**src/rtl/sgw_pkg.sv**
```systemverilog
package sgw_pkg;
  localparam int DESC_W      = 64;
  localparam int ADDR_W      = 32;
  localparam int LEN_W       = 16;
  localparam int DESC_STRIDE = DESC_W / 8;

  // walker phase; the encoding is visible on err_state_o
  typedef enum logic [1:0] {
    ST_IDLE   = 2'd0,
    ST_FETCH  = 2'd1,
    ST_DECODE = 2'd2,
    ST_MOVE   = 2'd3
  } walk_st_e;

  typedef enum logic [1:0] {
    ACT_NOP  = 2'b00,
    ACT_SKIP = 2'b01,
    ACT_XFER = 2'b10,
    ACT_LINK = 2'b11
  } act_e;

  typedef struct packed {
    logic [ADDR_W-1:0] addr;
    logic [LEN_W-1:0]  len;
    logic [9:0]        rsvd;
    logic [1:0]        act;
    logic              zero3;
    logic              irq;
    logic              last;
    logic              valid;
  } desc_t;
endpackage

```
**src/rtl/sgw_decode.sv**
```systemverilog
module sgw_decode
  import sgw_pkg::*;
#(
  parameter int ALIGN_LOG2 = 2
) (
  input  logic [DESC_W-1:0] desc_i,
  output logic              valid_o,
  output logic              last_o,
  output logic              irq_o,
  output act_e              act_o,
  output logic              fmt_ok_o,
  output logic              aligned_o,
  output logic [ADDR_W-1:0] addr_o,
  output logic [LEN_W-1:0]  len_o
);
  localparam logic [ADDR_W-1:0] AMASK = ADDR_W'((64'd1 << ALIGN_LOG2) - 64'd1);
  localparam logic [LEN_W-1:0]  LMASK = LEN_W'((64'd1 << ALIGN_LOG2) - 64'd1);

  desc_t d;

  always_comb begin
    d         = desc_t'(desc_i);
    valid_o   = d.valid;
    last_o    = d.last;
    irq_o     = d.irq;
    act_o     = act_e'(d.act);
    addr_o    = d.addr;
    len_o     = d.len;
    fmt_ok_o  = (d.rsvd == '0) && !d.zero3;
    aligned_o = ((d.addr & AMASK) == '0) && ((d.len & LMASK) == '0);
  end
endmodule

```
**src/rtl/sgw_tally.sv**
```systemverilog
module sgw_tally #(
  parameter int CNT_W = 32,
  parameter int LEN_W = 16
) (
  input  logic             clk,
  input  logic             rst_n,
  input  logic             clr_i,
  input  logic [LEN_W-1:0] bsz_i,
  input  logic [LEN_W-1:0] bcnt_i,
  input  logic             add_i,
  input  logic [LEN_W-1:0] len_i,
  output logic             mismatch_o
);
  logic [CNT_W-1:0] expect_q, expect_n;
  logic [CNT_W-1:0] total_q, total_n;
  logic [CNT_W-1:0] sum_now;
  logic             tot_en;

  always_comb begin
    sum_now    = total_q + (add_i ? CNT_W'(len_i) : '0);
    expect_n   = CNT_W'(bsz_i) * CNT_W'(bcnt_i);
    tot_en     = clr_i | add_i;
    total_n    = clr_i ? '0 : sum_now;
    mismatch_o = (sum_now != expect_q);
  end

  always_ff @(posedge clk or negedge rst_n) begin
    if (!rst_n) begin
      expect_q <= '0;
      total_q  <= '0;
    end else begin
      if (clr_i)  expect_q <= expect_n;
      if (tot_en) total_q  <= total_n;
    end
  end
endmodule

```
**src/rtl/sgw_ctrl.sv**
```systemverilog
module sgw_ctrl
  import sgw_pkg::*;
(
  input  logic              clk,
  input  logic              rst_n,
  input  logic              start_i,
  input  logic [ADDR_W-1:0] base_i,
  output logic              rd_req_o,
  output logic [ADDR_W-1:0] rd_addr_o,
  input  logic              rd_ack_i,
  input  logic [DESC_W-1:0] rd_data_i,
  output logic [DESC_W-1:0] desc_o,
  input  logic              d_valid_i,
  input  logic              d_last_i,
  input  logic              d_irq_i,
  input  act_e              d_act_i,
  input  logic              d_fmt_ok_i,
  input  logic              d_aligned_i,
  input  logic [ADDR_W-1:0] d_addr_i,
  output logic              xfer_valid_o,
  input  logic              xfer_ready_i,
  output logic              tally_clr_o,
  output logic              tally_add_o,
  input  logic              mismatch_i,
  output logic              busy_o,
  output logic              done_o,
  output logic              irq_o,
  output logic              err_desc_o,
  output logic              err_len_o,
  output logic [1:0]        err_state_o,
  output logic [ADDR_W-1:0] err_addr_o
);
  walk_st_e          state_q, state_n;
  logic [ADDR_W-1:0] tbl_q, tbl_n;
  logic [DESC_W-1:0] desc_q;
  logic              desc_en;
  logic              done_q, done_n, irq_q, irq_n;
  logic              edesc_q, edesc_n, elen_q, elen_n;
  walk_st_e          est_q, est_n;
  logic [ADDR_W-1:0] eaddr_q, eaddr_n;
  logic              finish, bad;

  always_comb begin
    state_n     = state_q;
    tbl_n       = tbl_q;
    desc_en     = 1'b0;
    done_n      = 1'b0;
    irq_n       = 1'b0;
    edesc_n     = edesc_q;
    elen_n      = elen_q;
    est_n       = est_q;
    eaddr_n     = eaddr_q;
    tally_clr_o = 1'b0;
    tally_add_o = 1'b0;
    finish      = 1'b0;
    bad         = !d_valid_i || !d_fmt_ok_i || (d_act_i == ACT_XFER && !d_aligned_i);

    case (state_q)
      ST_IDLE: begin
        if (start_i) begin
          state_n     = ST_FETCH;
          tbl_n       = base_i;
          tally_clr_o = 1'b1;
          edesc_n     = 1'b0;
          elen_n      = 1'b0;
          est_n       = ST_IDLE;
          eaddr_n     = '0;
        end
      end
      ST_FETCH: begin
        if (rd_ack_i) begin
          desc_en = 1'b1;
          state_n = ST_DECODE;
        end
      end
      ST_DECODE: begin
        if (bad) begin
          state_n = ST_IDLE;
          edesc_n = 1'b1;
          est_n   = ST_DECODE;
          eaddr_n = tbl_q;
        end else if (d_act_i == ACT_XFER) begin
          state_n = ST_MOVE;
        end else begin
          finish = 1'b1;
        end
      end
      ST_MOVE: begin
        if (xfer_ready_i) begin
          tally_add_o = 1'b1;
          finish      = 1'b1;
        end
      end
      default: state_n = ST_IDLE;
    endcase

    if (finish) begin
      irq_n = d_irq_i;
      if (d_last_i) begin
        state_n = ST_IDLE;
        done_n  = 1'b1;
        if (mismatch_i) begin
          elen_n  = 1'b1;
          est_n   = state_q;
          eaddr_n = tbl_q;
        end
      end else begin
        state_n = ST_FETCH;
        tbl_n   = (d_act_i == ACT_LINK) ? d_addr_i : tbl_q + ADDR_W'(DESC_STRIDE);
      end
    end
  end

  always_ff @(posedge clk or negedge rst_n) begin
    if (!rst_n) begin
      state_q <= ST_IDLE;
      tbl_q   <= '0;
      desc_q  <= '0;
      done_q  <= 1'b0;
      irq_q   <= 1'b0;
      edesc_q <= 1'b0;
      elen_q  <= 1'b0;
      est_q   <= ST_IDLE;
      eaddr_q <= '0;
    end else begin
      state_q <= state_n;
      tbl_q   <= tbl_n;
      if (desc_en) desc_q <= rd_data_i;
      done_q  <= done_n;
      irq_q   <= irq_n;
      edesc_q <= edesc_n;
      elen_q  <= elen_n;
      est_q   <= est_n;
      eaddr_q <= eaddr_n;
    end
  end

  assign rd_req_o     = (state_q == ST_FETCH);
  assign rd_addr_o    = tbl_q;
  assign desc_o       = desc_q;
  assign xfer_valid_o = (state_q == ST_MOVE);
  assign busy_o       = (state_q != ST_IDLE);
  assign done_o       = done_q;
  assign irq_o        = irq_q;
  assign err_desc_o   = edesc_q;
  assign err_len_o    = elen_q;
  assign err_state_o  = est_q;
  assign err_addr_o   = eaddr_q;
endmodule

```
**src/rtl/sgw_walker.sv**
```systemverilog
module sgw_walker
  import sgw_pkg::*;
#(
  parameter int ALIGN_LOG2 = 2,
  parameter int CNT_W      = 32
) (
  input  logic                 clk,
  input  logic                 rst_n,
  input  logic                 start_i,
  input  logic [ADDR_W-1:0]    tbl_base_i,
  input  logic [LEN_W-1:0]     blk_size_i,
  input  logic [LEN_W-1:0]     blk_cnt_i,
  output logic                 rd_req_o,
  output logic [ADDR_W-1:0]    rd_addr_o,
  input  logic                 rd_ack_i,
  input  logic [DESC_W-1:0]    rd_data_i,
  output logic                 xfer_valid_o,
  input  logic                 xfer_ready_i,
  output logic [ADDR_W-1:0]    xfer_addr_o,
  output logic [LEN_W-1:0]     xfer_len_o,
  output logic                 busy_o,
  output logic                 done_o,
  output logic                 irq_o,
  output logic                 err_desc_o,
  output logic                 err_len_o,
  output logic [1:0]           err_state_o,
  output logic [ADDR_W-1:0]    err_addr_o
);
  logic [1:0]        rst_sync_q;
  logic              rst_int_n;
  logic [DESC_W-1:0] desc;
  logic              d_valid, d_last, d_irq, d_fmt_ok, d_aligned;
  act_e              d_act;
  logic [ADDR_W-1:0] d_addr;
  logic [LEN_W-1:0]  d_len;
  logic              t_clr, t_add, t_mis;

  always_ff @(posedge clk or negedge rst_n) begin
    if (!rst_n) rst_sync_q <= 2'b00;
    else        rst_sync_q <= {rst_sync_q[0], 1'b1};
  end
  assign rst_int_n = rst_sync_q[1];

  sgw_decode #(.ALIGN_LOG2(ALIGN_LOG2)) u_dec (
    .desc_i(desc), .valid_o(d_valid), .last_o(d_last), .irq_o(d_irq),
    .act_o(d_act), .fmt_ok_o(d_fmt_ok), .aligned_o(d_aligned),
    .addr_o(d_addr), .len_o(d_len)
  );

  sgw_tally #(.CNT_W(CNT_W), .LEN_W(LEN_W)) u_tally (
    .clk(clk), .rst_n(rst_int_n), .clr_i(t_clr), .bsz_i(blk_size_i),
    .bcnt_i(blk_cnt_i), .add_i(t_add), .len_i(d_len), .mismatch_o(t_mis)
  );

  sgw_ctrl u_ctrl (
    .clk(clk), .rst_n(rst_int_n), .start_i(start_i), .base_i(tbl_base_i),
    .rd_req_o(rd_req_o), .rd_addr_o(rd_addr_o), .rd_ack_i(rd_ack_i),
    .rd_data_i(rd_data_i), .desc_o(desc),
    .d_valid_i(d_valid), .d_last_i(d_last), .d_irq_i(d_irq), .d_act_i(d_act),
    .d_fmt_ok_i(d_fmt_ok), .d_aligned_i(d_aligned), .d_addr_i(d_addr),
    .xfer_valid_o(xfer_valid_o), .xfer_ready_i(xfer_ready_i),
    .tally_clr_o(t_clr), .tally_add_o(t_add), .mismatch_i(t_mis),
    .busy_o(busy_o), .done_o(done_o), .irq_o(irq_o),
    .err_desc_o(err_desc_o), .err_len_o(err_len_o),
    .err_state_o(err_state_o), .err_addr_o(err_addr_o)
  );

  assign xfer_addr_o = d_addr;
  assign xfer_len_o  = d_len;
endmodule

```
**config.mk**
```make
export PLATFORM = sky130hd
export DESIGN_NAME = sgw_walker
export DESIGN_NICKNAME = d
export VERILOG_FILES = /design/src/rtl/sgw_pkg.sv /design/src/rtl/sgw_decode.sv /design/src/rtl/sgw_tally.sv /design/src/rtl/sgw_ctrl.sv /design/src/rtl/sgw_walker.sv
export SDC_FILE = /design/constraint.sdc
export NUM_CORES = 1
export LEC_CHECK = 0
export ABC_AREA = 1
export BUFFER_PORTS_ARGS = -buffer_cell sky130_fd_sc_hd__buf_4
export CELL_PAD_IN_SITES_DETAIL_PLACEMENT = 0
export CELL_PAD_IN_SITES_GLOBAL_PLACEMENT = 2
export CORE_ASPECT_RATIO = 2
export CORE_UTILIZATION = 25
export DETAILED_ROUTE_END_ITERATION = 16
export GPL_ROUTABILITY_DRIVEN = 0
export PLACE_DENSITY = 0.63
export SLEW_MARGIN = 20
export SYNTH_ARGS = -nofsm -noshare
export SYNTH_HDL_FRONTEND = slang
export SYNTH_HIERARCHICAL = 1
export SYNTH_SLANG_ARGS = --single-unit
```
**constraint.sdc**
```tcl
create_clock -name clk -period 19.3 [get_ports clk]
set_clock_uncertainty 0.15 [all_clocks]
set_input_delay 3.86 -clock clk [delete_from_list [all_inputs] [get_ports clk]]
set_output_delay 3.86 -clock clk [all_outputs]
set_load 0.02 [all_outputs]
```
**After elaboration in Yosys (flattened, before gate mapping)**

Index checks and enable logic that the tools add are counted.

- Word-level logic and storage cells: 91
- Bits in registers: 202
- Input bits: 133
- Output and inout port bits: 121

- $mul: 1
- Equality and inequality tests: 11
- Mux-type cells: 46
- Reductions and logical operators: 18
- Add/subtract/negate cells: 2
- Bitwise gates (word level): 1

Operator list:

| kind | number |
|---|---|
| $mux W32 | 11 |
| $pmux W32 S2 | 1 |
| $add A32 B32 Y32 | 1 |
| $add A32 B4 Y32 const B | 1 |
| $logic_not A32 Y1 | 1 |
| $mul A16 B16 Y32 | 1 |
| $ne A32 B32 Y1 | 1 |
| $mux W2 | 10 |
| $mux W1 | 19 |
| $logic_not A16 Y1 | 1 |
| $mux W16 | 1 |
| $logic_not A10 Y1 | 1 |
| $eq A2 B2 Y1 const B | 4 |
| $pmux W2 S3 | 1 |
| $logic_not A1 Y1 | 4 |
| $ne A4 B1 Y1 const B | 1 |
| $pmux W1 S2 | 2 |
| $pmux W2 S2 | 1 |
| $reduce_and A4 Y1 | 1 |
| $reduce_bool A2 Y1 | 2 |
| $reduce_bool A4 Y1 | 1 |
| $logic_and A1 B1 Y1 | 3 |
| $ne A3 B1 Y1 const B | 1 |
| $ne A3 B2 Y1 const B | 1 |
| 7 further kinds | 8 |

**Depth between registers and ports, before layout**

Gate-level depths: netlist (run 1).

- Depth after elaboration: 10
- Gate-level depth with buffers: 30
- Mapped depth without buffers: 27

**By module**

The synthesis (run 1) kept the hierarchy.

By module, submodules not included:

| module | cells each | instances | area an instance (sq um) |
|---|---|---|---|
| sgw_tally | 1973 | 1 | 13837.0 |
| sgw_ctrl | 774 | 1 | 6854.1 |
| sgw_decode | 71 | 1 | 471.7 |
| sgw_walker | 3 | 1 | 53.8 |

**Least setup slack after synthesis (run 1)**

No wires, ideal clock.

- Path kind: input-to-reg
- Start point: input port blk_cnt_i[7]
- End point: register u_tally.expect_q[24]
- Setup slack: 10.026 ns
- Buffers on the path: 2
- Data arrival time: 8.993 ns
- Stages on the path: 25
- Setup time: 0.131 ns
- Required time: 19.019 ns
- Cells stage by stage: clkbuf_1 clkbuf_1 nand2_1 fa_1 inv_1 fa_1 inv_1 fa_1 inv_1 fa_1 fa_1 inv_1 fa_1 inv_1 ha_1 a21oi_1 o21ai_0 inv_1 nor2_1 nor2_1 nand3_1 a21o_1 or2_2 nand3_1 o21ai_0

- Longest elaborated chain between the ends: 1

Ends and longest elaborated chain:

| item | line | text |
|---|---|---|
| from (decl) | sgw_walker.sv:12 | `input logic [LEN_W-1:0] blk_cnt_i,` |
| $mul A16 B16 Y32 | sgw_tally.sv:21 | `expect_n = CNT_W'(bsz_i) * CNT_W'(bcnt_i);` |
| to (signal assigned) | sgw_tally.sv:32 | `if (clr_i) expect_q <= expect_n;` |
| to (decl) | sgw_tally.sv:14 | `logic [CNT_W-1:0] expect_q, expect_n;` |

Every way passes these cells.
A chain may end at the register's enable or synchronous reset.

**Worst setup path in the final report (run 1)**

- Start point: input port blk_size_i[10]
- End point: register u_tally.expect_q[21]

- Longest elaborated chain between the ends: 1

Ends and longest elaborated chain:

| item | line | text |
|---|---|---|
| from (decl) | sgw_walker.sv:11 | `input logic [LEN_W-1:0] blk_size_i,` |
| $mul A16 B16 Y32 | sgw_tally.sv:21 |  |

Every way passes these cells.

==> results of run 1 <==
==> power by group <==
part	internal [W]	switching [W]	total [W]
Sequential	0.000599	0.000181	0.000780
Clock	0.000249	0.000199	0.000448
Combinational	0.00111	0.00199	0.00309
==> logic make-up (layout without fill, tap and decap cells) <==
group                    after synthesis  count (layout)  synth area share, %
XOR/XNOR                              36              36                 1.63
AND/OR/NAND/NOR                     1215            1215                 24.1
flip-flops                           202             202                 23.8
AO/OA/AOI/OAI                        259             259                 7.10
buffers and inverters                721             854                 14.0
adder cells (fa/ha/maj)              320             320                 25.8
multiplexers                          67              67                 3.54
other                                  1               1               0.0177
==> layer usage <==
layer / vias to the layer above / global-route usage [%]
met1: 8895 / 17.4
met3: 115 / 1.43
met4: 0 / 9.72
met5: - / 0
li1: 8788 / -
met2: 444 / 39.6
==> registers in the layout, indices dropped and copies added (netlist names), 2 cells and up <==
signal	cells
u_ctrl/rd_addr_o	32
u_tally/total_q	32
u_ctrl/state_q	2
u_tally/expect_q	32
rst_sync_q	2
u_ctrl/err_state_o	2
u_ctrl/desc_o	64
u_ctrl/err_addr_o	32
==> path summary, 6_finish.rpt <==
check | slack, ps | to | cells after the start | start
setup reg to reg | 13360 | u_ctrl/err_addr_o[31]$_DFF_PN0_ | 26 | u_ctrl/state_q[1]$_DFFE_PN0P_
hold / removal | 120 | u_ctrl/desc_o[8]$_DFFE_PN0P_ | 0 | rst_sync_q[1]$_DFF_PN0_
hold reg to reg | 120 | u_ctrl/desc_o[8]$_DFFE_PN0P_ | 0 | rst_sync_q[1]$_DFF_PN0_
setup / recovery | 9900 | u_tally/expect_q[21]$_DFFE_PN0P_ | 20 | blk_size_i[10]
max in group asynchronous | 15970 | rst_sync_q[1]$_DFF_PN0_ | 1 | rst_n
min in group clk | 200 | rst_sync_q[1]$_DFF_PN0_ | 0 | rst_sync_q[0]$_DFF_PN0_
==> area by class of cell <==
cell class	count	area share (%)
Sequential cell	202	20.8
Clock inverter	6	0.267
Inverter	555	8.56
Tap cell	1064	5.47
Timing Repair Buffer	261	8.05
Multi-Input combinational cell	1898	54.2
Clock buffer	32	2.70
==> critical path, cell delays in order <==
cell and delay [ps]:
buf_4 250, nand2_1 120, fa_1 520, fa_1 550
fa_1 460, fa_1 510, inv_1 60, fa_1 540
inv_1 50, fa_1 470, inv_1 40, ha_1 330
a21o_1 220, a21oi_1 310, nand3_1 370, a21oi_1 440
o21ai_0 160, or2_2 290, nand3_1 70, nand2_1 60
==> cell usage after synthesis (2+ instances only) <==
cell type | n | area share (%)
mux2_2 | 64 | 3.4
o21ai_0 | 117 | 2.8
a31oi_1 | 2 | 0.059
inv_1 | 549 | 9.7
nor3_2 | 3 | 0.14
dfrtp_1 | 202 | 24
or2_1 | 2 | 0.059
nor3_1 | 7 | 0.17
xor2_1 | 21 | 0.87
fa_1 | 195 | 18
inv_2 | 4 | 0.071
nor2_4 | 3 | 0.16
mux2i_1 | 3 | 0.14
nand2_4 | 2 | 0.11
xnor2_1 | 13 | 0.54
o21ai_2 | 30 | 1.2
nand3b_1 | 11 | 0.39
nand2_1 | 792 | 14
o21ai_1 | 3 | 0.071
o211ai_1 | 7 | 0.25
clkbuf_1 | 88 | 1.6
nand2_2 | 17 | 0.50
buf_2 | 17 | 0.40
nor2_1 | 148 | 2.6
a21o_1 | 4 | 0.14
or2_2 | 6 | 0.18
nand3_1 | 183 | 4.3
nand4_1 | 15 | 0.44
a21oi_1 | 66 | 1.6
nor2_2 | 9 | 0.27
o21bai_1 | 6 | 0.21
o22ai_1 | 15 | 0.44
buf_4 | 54 | 1.9
buf_6 | 6 | 0.32
nand3_2 | 7 | 0.33
nor4_1 | 3 | 0.088
ha_1 | 125 | 7.4
==> cell usage in the layout, fill, tap and decap left out, types with 4 or more instances in the layout <==
cell type	count
nand3b_1	11
a21o_1	4
nand3_2	7
o211ai_1	7
nor2_2	9
nand3_1	183
nor3_1	7
nand4_1	15
clkbuf_8	9
inv_1	548
xor2_1	21
a21oi_1	66
clkbuf_16	21
buf_4	261
inv_2	5
o21ai_0	117
nor2_1	148
o21bai_1	6
or2_2	6
mux2_2	64
nand2_2	17
nand2_1	791
xnor2_1	13
ha_1	125
o21ai_2	30
fa_1	195
dfrtp_1	201
o22ai_1	15
==> through the flow <==
| step | power (W) | util [%] | area (um2) | worst slack (ps) | hold slack (ps) |
|---|---|---|---|---|---|
| finish | 0.00432 | 29.1 | 24300 | 9900 | 118 |
| global route | 0.00475 | 29.1 | 24300 | 9670 | 159 |
| CTS | 0.00440 | 29.1 | 24300 | 9880 | 136 |
| detailed placement | 0.00392 | 28.2 | 23600 | 9300 | 142 |
| global placement | 0.00393 | 28.2 | 23600 | 9330 | 135 |
| floorplan | 0.00288 | - | 21200 | 10030 | 181 |
==> results.json, run 1 <==
{
  "clk_pin_slew_ps": 70,
  "cts.sinks": 202,
  "wl_met1_mm": 27.3,
  "cts_max_level": 1,
  "synthCells": 2821,
  "die_h_um": 414,
  "start_kind": "input pin",
  "post_drt_via_cell_ratio": 4.54,
  "grt_start_max_net_pins": 75,
  "holdBufCountCts": 0,
  "post_synth.cell_area_avg_um2": 7.52,
  "syn_area_mm2": 0.0212,
  "wl_met3_mm": 2.38,
  "drc": 0,
  "synth_cell_types": 59,
  "antenna_left": 0,
  "met2WireLength_mm": 45.9,
  "wl_per_cell_um": 19.9,
  "yosysSeqAreaShare_pct": 23.8,
  "insertion_delay_ps": 550,
  "drt_iter0_markers": 709,
  "cts_setup_buffers": 0,
  "seq_area_mm2": 0.00506,
  "grt_pass1_wl_mm": 121,
  "crit_type": "in -> reg",
  "maxCapViolations": 0,
  "drive_gt1_share_pct": 15.4,
  "syn-num-nets": 3274,
  "io_buffers": 253,
  "ys_warn_count": 6,
  "dp.cells": 3980,
  "numCtsBuffers": 21,
  "crit_path_end_kind": "register",
  "nets": 3392,
  "rsz0062_at_grt": "false",
  "synthArstFlopShare_pct": 100,
  "fin_crit_ps": 9400,
  "overflow": 0,
  "final_cells": 4018,
  "ir_drop_mv": 0.121,
  "leakagePower_nw": 13.2,
  "slew_headroom_pct": 30.7,
  "io-pin-count": 254,
  "dieWidth_um": 208,
  "rows": 150,
  "antenna_found_initial": 0,
  "area_growth_pct": 14.8,
  "multi_input_area_mm2": 0.0132,
  "root_buffer": "clkbuf_16",
  "tns_ps": 0,
  "synth-edff-count": 0,
  "fmaxAchievable_ghz": 0.106,
  "drtPass1Iterations": 5,
  "final_hold_viol_count": 0,
  "grt_use_total_pct": 18.7,
  "hold_class": "reg -> async",
  "grt_pass1_vias": 19800,
  "dpl.hpwl_mm": 65.7,
  "crit_fanout": 16,
  "setup-violations-final": 0,
  "start_util_pct": 25.3,
  "drt-total-wl_mm": 80.0,
  "highest_layer": "met4",
  "tightest_slew_ps": 1040,
  "vias": 18200,
  "synth-seq-cells": 202,
  "clockBufferDepth": 3,
  "arrival_ps": 9690,
  "cts_resized": 0,
  "period_share_pct": 48.7,
  "n_antenna_cell": 0,
  "core-area_mm2": 0.0837,
  "crit_required_ps": 19590,
  "pwr_density_cell_mw_per_mm2": 177,
  "fp.dieArea_mm2": 0.0861,
  "fillers": 9190,
  "status": "finished, final reports clean",
  "synth-main-ff-cell": "dfrtp_1",
  "drv_slew": 0,
  "cts_tree": "built"
}
Note: power is estimated with default switching activity, not from simulation.
==> run 2, diff against run 1 <==
==> constraint.sdc (replaced) <==
create_clock -name clk -period 9.05 [get_ports clk]
set_clock_uncertainty 0.15 [all_clocks]
set_input_delay 1.81 -clock clk [delete_from_list [all_inputs] [get_ports clk]]
set_output_delay 1.81 -clock clk [all_outputs]
set_load 0.02 [all_outputs]
==> results.json, run 2 (synthesis results as in run 1) <==
{
  "dieWidth_um": 208,
  "whs_ps": 199,
  "root_buffer": "clkbuf_16",
  "clockBufferDepth": 3,
  "final_cell_mix": "nand2_1 (791), inv_1 (548), buf_4 (263), dfrtp_1 (201), fa_1 (195)",
  "drtPass1Iterations": 6,
  "crit_chain": "buf_4 > nand2_1 > fa_1 > fa_1 > fa_1 > inv_1 > fa_1 > fa_1 > inv_1 > fa_1 > inv_1 > ha_1 > a21o_1 > a21oi_1 > nand3_1 > a21oi_1 > o21ai_0 > or2_2 > nand3_1 > nand2_1",
  "cts_max_level": 1,
  "drive_gt1_share_pct": 15.4,
  "crit_fanout": 16,
  "die_h_um": 414,
  "nets": 3394,
  "preCtsSetupSlack_ps": 1270,
  "slew_headroom_pct": 28.9,
  "arrival_ps": 7490,
  "min_path_cells": 0,
  "start_util_pct": 25.3,
  "crit_type": "in -> reg",
  "largest_register_ffs": 64,
  "drc": 0,
  "worstRegToRegCells": 26,
  "final_hold_viol_count": 0,
  "antenna_left": 0,
  "rsz0062_at_grt": "false",
  "numCtsBuffers": 21,
  "r2r_start": "u_ctrl/state_q[1]$_DFFE_PN0P_",
  "hold_class": "reg -> reg",
  "setup-violations-final": 0,
  "utilization_pct": 29.1,
  "overflow": 0,
  "rows": 150,
  "start_kind": "input pin",
  "ir_drop_mv": 0.203,
  "fillers": 9181,
  "fin_crit_ps": 7220,
  "io_buffers": 253,
  "grt_start_max_net_pins": 75,
  "worst-path-buf-inv": 4,
  "hp-start": "rst_sync_q[0]$_DFF_PN0_",
  "post_drt_via_cell_ratio": 4.53,
  "r2r_slack_ps": 3000,
  "crit_required_ps": 9320,
  "grt_use_total_pct": 18.9,
  "cts_resized": 0,
  "setup_ws_ps": 1830,
  "layout_commonest_cell": "nand2_1",
  "dp.cells": 3982,
  "final_cells": 4019,
  "maxCapViolations": 0,
  "grt_pass1_vias": 19700,
  "cpLargestDelayFamily": "adder cells",
  "period_share_pct": 79.8,
  "fmaxAchievable_ghz": 0.138,
  "antenna_found_initial": 0,
  "clk_pin_slew_ps": 70,
  "fp.dieArea_mm2": 0.0861,
  "status": "finished, final reports clean",
  "crit_top_cell": "fa_1",
  "vias": 18200,
  "cts.sinks": 202,
  "cts_tree": "built",
  "pwr_density_cell_mw_per_mm2": 378,
  "leakagePower_nw": 13.2,
  "hold_end": "rst_sync_q[1]$_DFF_PN0_",
  "wl_per_cell_um": 20.1,
  "area_growth_pct": 14.7,
  "tightest_slew_ps": 1070,
  "insertion_delay_ps": 550,
  "grt_pass1_wl_mm": 122,
  "drv_slew": 0,
  "cts_setup_buffers": 0,
  "tns_ps": 0,
  "io-pin-count": 254,
  "drt_iter0_markers": 820,
  "drt-total-wl_mm": 80.8,
  "dpl.hpwl_mm": 66.6,
  "n_antenna_cell": 0,
  "r2r_end": "u_ctrl/err_addr_o[17]$_DFF_PN0_",
  "crit_path_end_kind": "register",
  "worst_path_max_delay_cell": "fa_1",
  "core-area_mm2": 0.0837,
  "cpPeakStageDelay_ps": 520,
  "holdBufCountCts": 0
}
==> run 2: final cells by class <==
| cell class | count | area, um2 | area share [%] |
|---|---|---|---|
| Sequential cell | 202 | 5060 | 20.8 |
| Clock inverter | 10 | 109 | 0.447 |
| Clock buffer | 27 | 578 | 2.38 |
| Inverter | 555 | 2080 | 8.57 |
| Timing Repair Buffer | 263 | 1970 | 8.12 |
| Tap cell | 1064 | 1330 | 5.47 |
| Multi-Input combinational cell | 1898 | 13200 | 54.2 |
==> run 2: worst max path at each step <==
stage | from | end | slack, ps | cells past startpoint
after CTS | blk_size_i[10] | u_tally/expect_q[21]$_DFFE_PN0P_ | 1860 | 21
after global routing | blk_size_i[11] | u_tally/expect_q[21]$_DFFE_PN0P_ | 1660 | 20
after floorplan | blk_cnt_i[7] | u_tally/expect_q[24]$_DFFE_PN0P_ | 1830 | 25
after global placement | blk_size_i[15] | u_tally/expect_q[25]$_DFFE_PN0P_ | 1300 | 21
after detailed placement | blk_size_i[10] | u_tally/expect_q[21]$_DFFE_PN0P_ | 1270 | 20
final | blk_size_i[11] | u_tally/expect_q[21]$_DFFE_PN0P_ | 1830 | 20
==> run 2: metal layers <==
layer | wire length [um] | up-vias | track usage, %
met4 | 4360 | 0 | 9.59
met5 | 0 | - | 0
met2 | 46800 | 470 | 40.2
met1 | 27400 | 8842 | 17.6
li1 | - | 8794 | -
met3 | 2300 | 119 | 1.41
==> run 2: where the power goes <==
part           internal [W]  leakage [nW]  total (W)  switching (W)
Sequential          0.00128          2.55    0.00167       0.000394
Combinational       0.00236          10.3    0.00661        0.00424
Clock              0.000510         0.337   0.000920       0.000410
Total               0.00415          13.2    0.00920        0.00505
==> run 2: worst reg2reg max path, delay by kind of cell (launching register included) <==
kind | cells | cell delay, ps
simple gates | 18 | 3070
flops | 1 | 450
fa+ha+maj | 2 | 530
buf+inv | 5 | 1640
compound gates | 1 | 80
==> run 2: stage by stage <==
stage,total power [W],instance area [um2]
2_1_floorplan,0.00613,21200
3_3_place_gp,0.00837,23600
3_5_place_dp,0.00837,23600
4_1_cts,0.00936,24300
5_1_grt,0.0101,24300
6_report,0.00920,24300
==> run 3, diff against run 2 <==
--- a/config.mk
+++ b/config.mk
@@ -13,7 +13,7 @@
 export CORE_UTILIZATION = 25
 export DETAILED_ROUTE_END_ITERATION = 16
 export GPL_ROUTABILITY_DRIVEN = 0
-export PLACE_DENSITY = 0.63
+export PLACE_DENSITY = 0.65
 export SLEW_MARGIN = 20
 export SYNTH_ARGS = -nofsm -noshare
 export SYNTH_HDL_FRONTEND = slang
==> constraint.sdc (replaced) <==
create_clock -name clk -period 6.6 [get_ports clk]
set_clock_uncertainty 0.15 [all_clocks]
set_input_delay 1.32 -clock clk [delete_from_list [all_inputs] [get_ports clk]]
set_output_delay 1.32 -clock clk [all_outputs]
set_load 0.02 [all_outputs]
==> results.json, run 3 (synthesis results as in run 1) <==
{
  "status": "finished, final reports clean",
  "layout_commonest_cell": "nand2_1",
  "drive_gt1_share_pct": 19.4,
  "arrival_ps": 6570,
  "final_cell_mix": "nand2_1 (791), inv_1 (548), buf_4 (398), dfrtp_1 (201), fa_1 (195)",
  "worstRegToRegCells": 26,
  "drt-total-wl_mm": 78.8,
  "post_drt_via_cell_ratio": 4.50,
  "drc": 0,
  "finalPower_w": 0.0148,
  "seq_power_share_pct": 15.4,
  "maxCapViolations": 0,
  "insertion_delay_ps": 560,
  "p_comb_share_pct": 75.8,
  "cts_tree": "built",
  "grt_use_total_pct": 18.4,
  "clk_pin_slew_ps": 70,
  "io-pin-count": 254,
  "drt_iter0_markers": 855,
  "io_buffers": 253,
  "fmaxAchievable_ghz": 0.158,
  "p_clk_share_pct": 8.8,
  "dieWidth_um": 208,
  "crit_fanout": 9,
  "clockBufferDepth": 3,
  "crit_required_ps": 6840,
  "tightest_slew_ps": 1110,
  "core-area_mm2": 0.0837,
  "slew_headroom_pct": 26.0,
  "placed_area_mm2": 0.0249,
  "grt_util_met3_pct": 1.28,
  "grt_use_met2_pct": 39.4,
  "rows": 150,
  "p_sw_share_pct": 49.5,
  "p_int_w": 0.00747,
  "fin_crit_ps": 6330,
  "die_h_um": 414,
  "cts.sinks": 202,
  "root_buffer": "clkbuf_16",
  "cts_setup_buffers": 0,
  "grt_pass1_wl_mm": 121,
  "overflow": 0,
  "pwr_density_cell_mw_per_mm2": 577,
  "rsz0062_at_grt": "false",
  "dpl.hpwl_mm": 66.5,
  "start_kind": "input pin",
  "wl_per_cell_um": 18.9,
  "fillers": 9102,
  "hold_class": "reg -> async",
  "nets": 3543,
  "finalInstanceArea_mm2": 0.0256,
  "holdBufCountCts": 0,
  "drtPass1Iterations": 7,
  "fp.dieArea_mm2": 0.0861,
  "ir_drop_mv": 0.484,
  "cts_max_level": 1,
  "area_growth_pct": 20.9,
  "switching_power_w": 0.00732,
  "drv_slew": 0,
  "numCtsBuffers": 22,
  "cts_resized": 0,
  "n_antenna_cell": 0,
  "vias": 18800,
  "grt_busiest_layer": "met2",
  "final_hold_viol_count": 0,
  "crit_type": "in -> reg",
  "leakagePower_nw": 14.0,
  "grtUsageMet1_pct": 17.0,
  "utilization_pct": 30.6,
  "crit_path_end_kind": "register",
  "grt_start_max_net_pins": 129,
  "setup-violations-final": 0,
  "antenna_left": 0,
  "period_share_pct": 95.9,
  "start_util_pct": 25.3,
  "grt_pass1_vias": 20300,
  "antenna_found_initial": 1,
  "largest_register_ffs": 64
}
-- run 3: cell count changes in the layout (fill, tap and decap cells not counted), sizes merged --
cell	delta
inv	-1
clkinv	-2
clkbuf	+4
buf	+148
-- run 3: routing by layer --
layer | up-vias | routed length, um
met5 | - | 0
met1 | 9106 | 26700
met4 | 0 | 4240
li1 | 9089 | -
met3 | 127 | 2060
met2 | 441 | 45800
-- run 3: cell type report --
| class | count | area [um2] | share of cell area, % |
|---|---|---|---|
| clock buffers | 31 | 624 | 2.43 |
| flip-flops and latches | 202 | 5060 | 19.7 |
| multi-input cells | 1898 | 13200 | 51.5 |
| repair buffers | 411 | 3250 | 12.7 |
| well taps | 1064 | 1330 | 5.19 |
| clock inverters | 7 | 101 | 0.395 |
| inverters | 555 | 2080 | 8.13 |
-- run 3: power by group through the flow --
stage,Sequential (W),Combinational [W],Clock [W]
floorplan,0.00230,0.00613,0
global placement,0.00229,0.0113,0
detailed placement,0.00231,0.0113,0
CTS,0.00229,0.0114,0.00137
global route,0.00235,0.0124,0.00139
finish,0.00228,0.0112,0.00131
-- run 3: final timing paths --
path	from	endpoint	slack, ps
min reg2reg	rst_sync_q[1]$_DFF_PN0_	u_ctrl/desc_o[14]$_DFFE_PN0P_	60
min in group clk	rst_sync_q[0]$_DFF_PN0_	rst_sync_q[1]$_DFF_PN0_	200
max reg2reg	u_ctrl/state_q[1]$_DFFE_PN0P_	u_ctrl/err_addr_o[31]$_DFF_PN0_	1430
max	blk_cnt_i[5]	u_tally/expect_q[31]$_DFFE_PN0P_	270
min	rst_sync_q[1]$_DFF_PN0_	u_ctrl/desc_o[14]$_DFFE_PN0P_	60
max in group asynchronous	rst_sync_q[1]$_DFF_PN0_	u_ctrl/desc_o[28]$_DFFE_PN0P_	4510
-- run 3: critical path: stages --
cell     delay, ps
buf_4          160
buf_12         130
nand2_1         50
inv_1           50
fa_1           500
inv_1           50
fa_1           470
inv_1           50
fa_1           480
fa_1           500
fa_1           500
inv_1           50
fa_1           470
inv_1           40
ha_1           330
a21oi_1        220
o21ai_0        250
a21oi_1        280
buf_4          170
nor2_1          40
nor2_1         150
nand3_1         90
nand3_1        110
o21ai_0        100
-- run 3: per-stage QoR --
stage               setup WS [ps]  cells  hold WS (ps)  TNS [ps]
finish                        274   4168          62.6         0
global route                 25.5   4168          97.4         0
global placement             -309   4130          64.4     -2970
floorplan                  -0.941   2821           181    -0.941
CTS                           249   4168          78.1         0
detailed placement           -344   4130          73.2     -3440
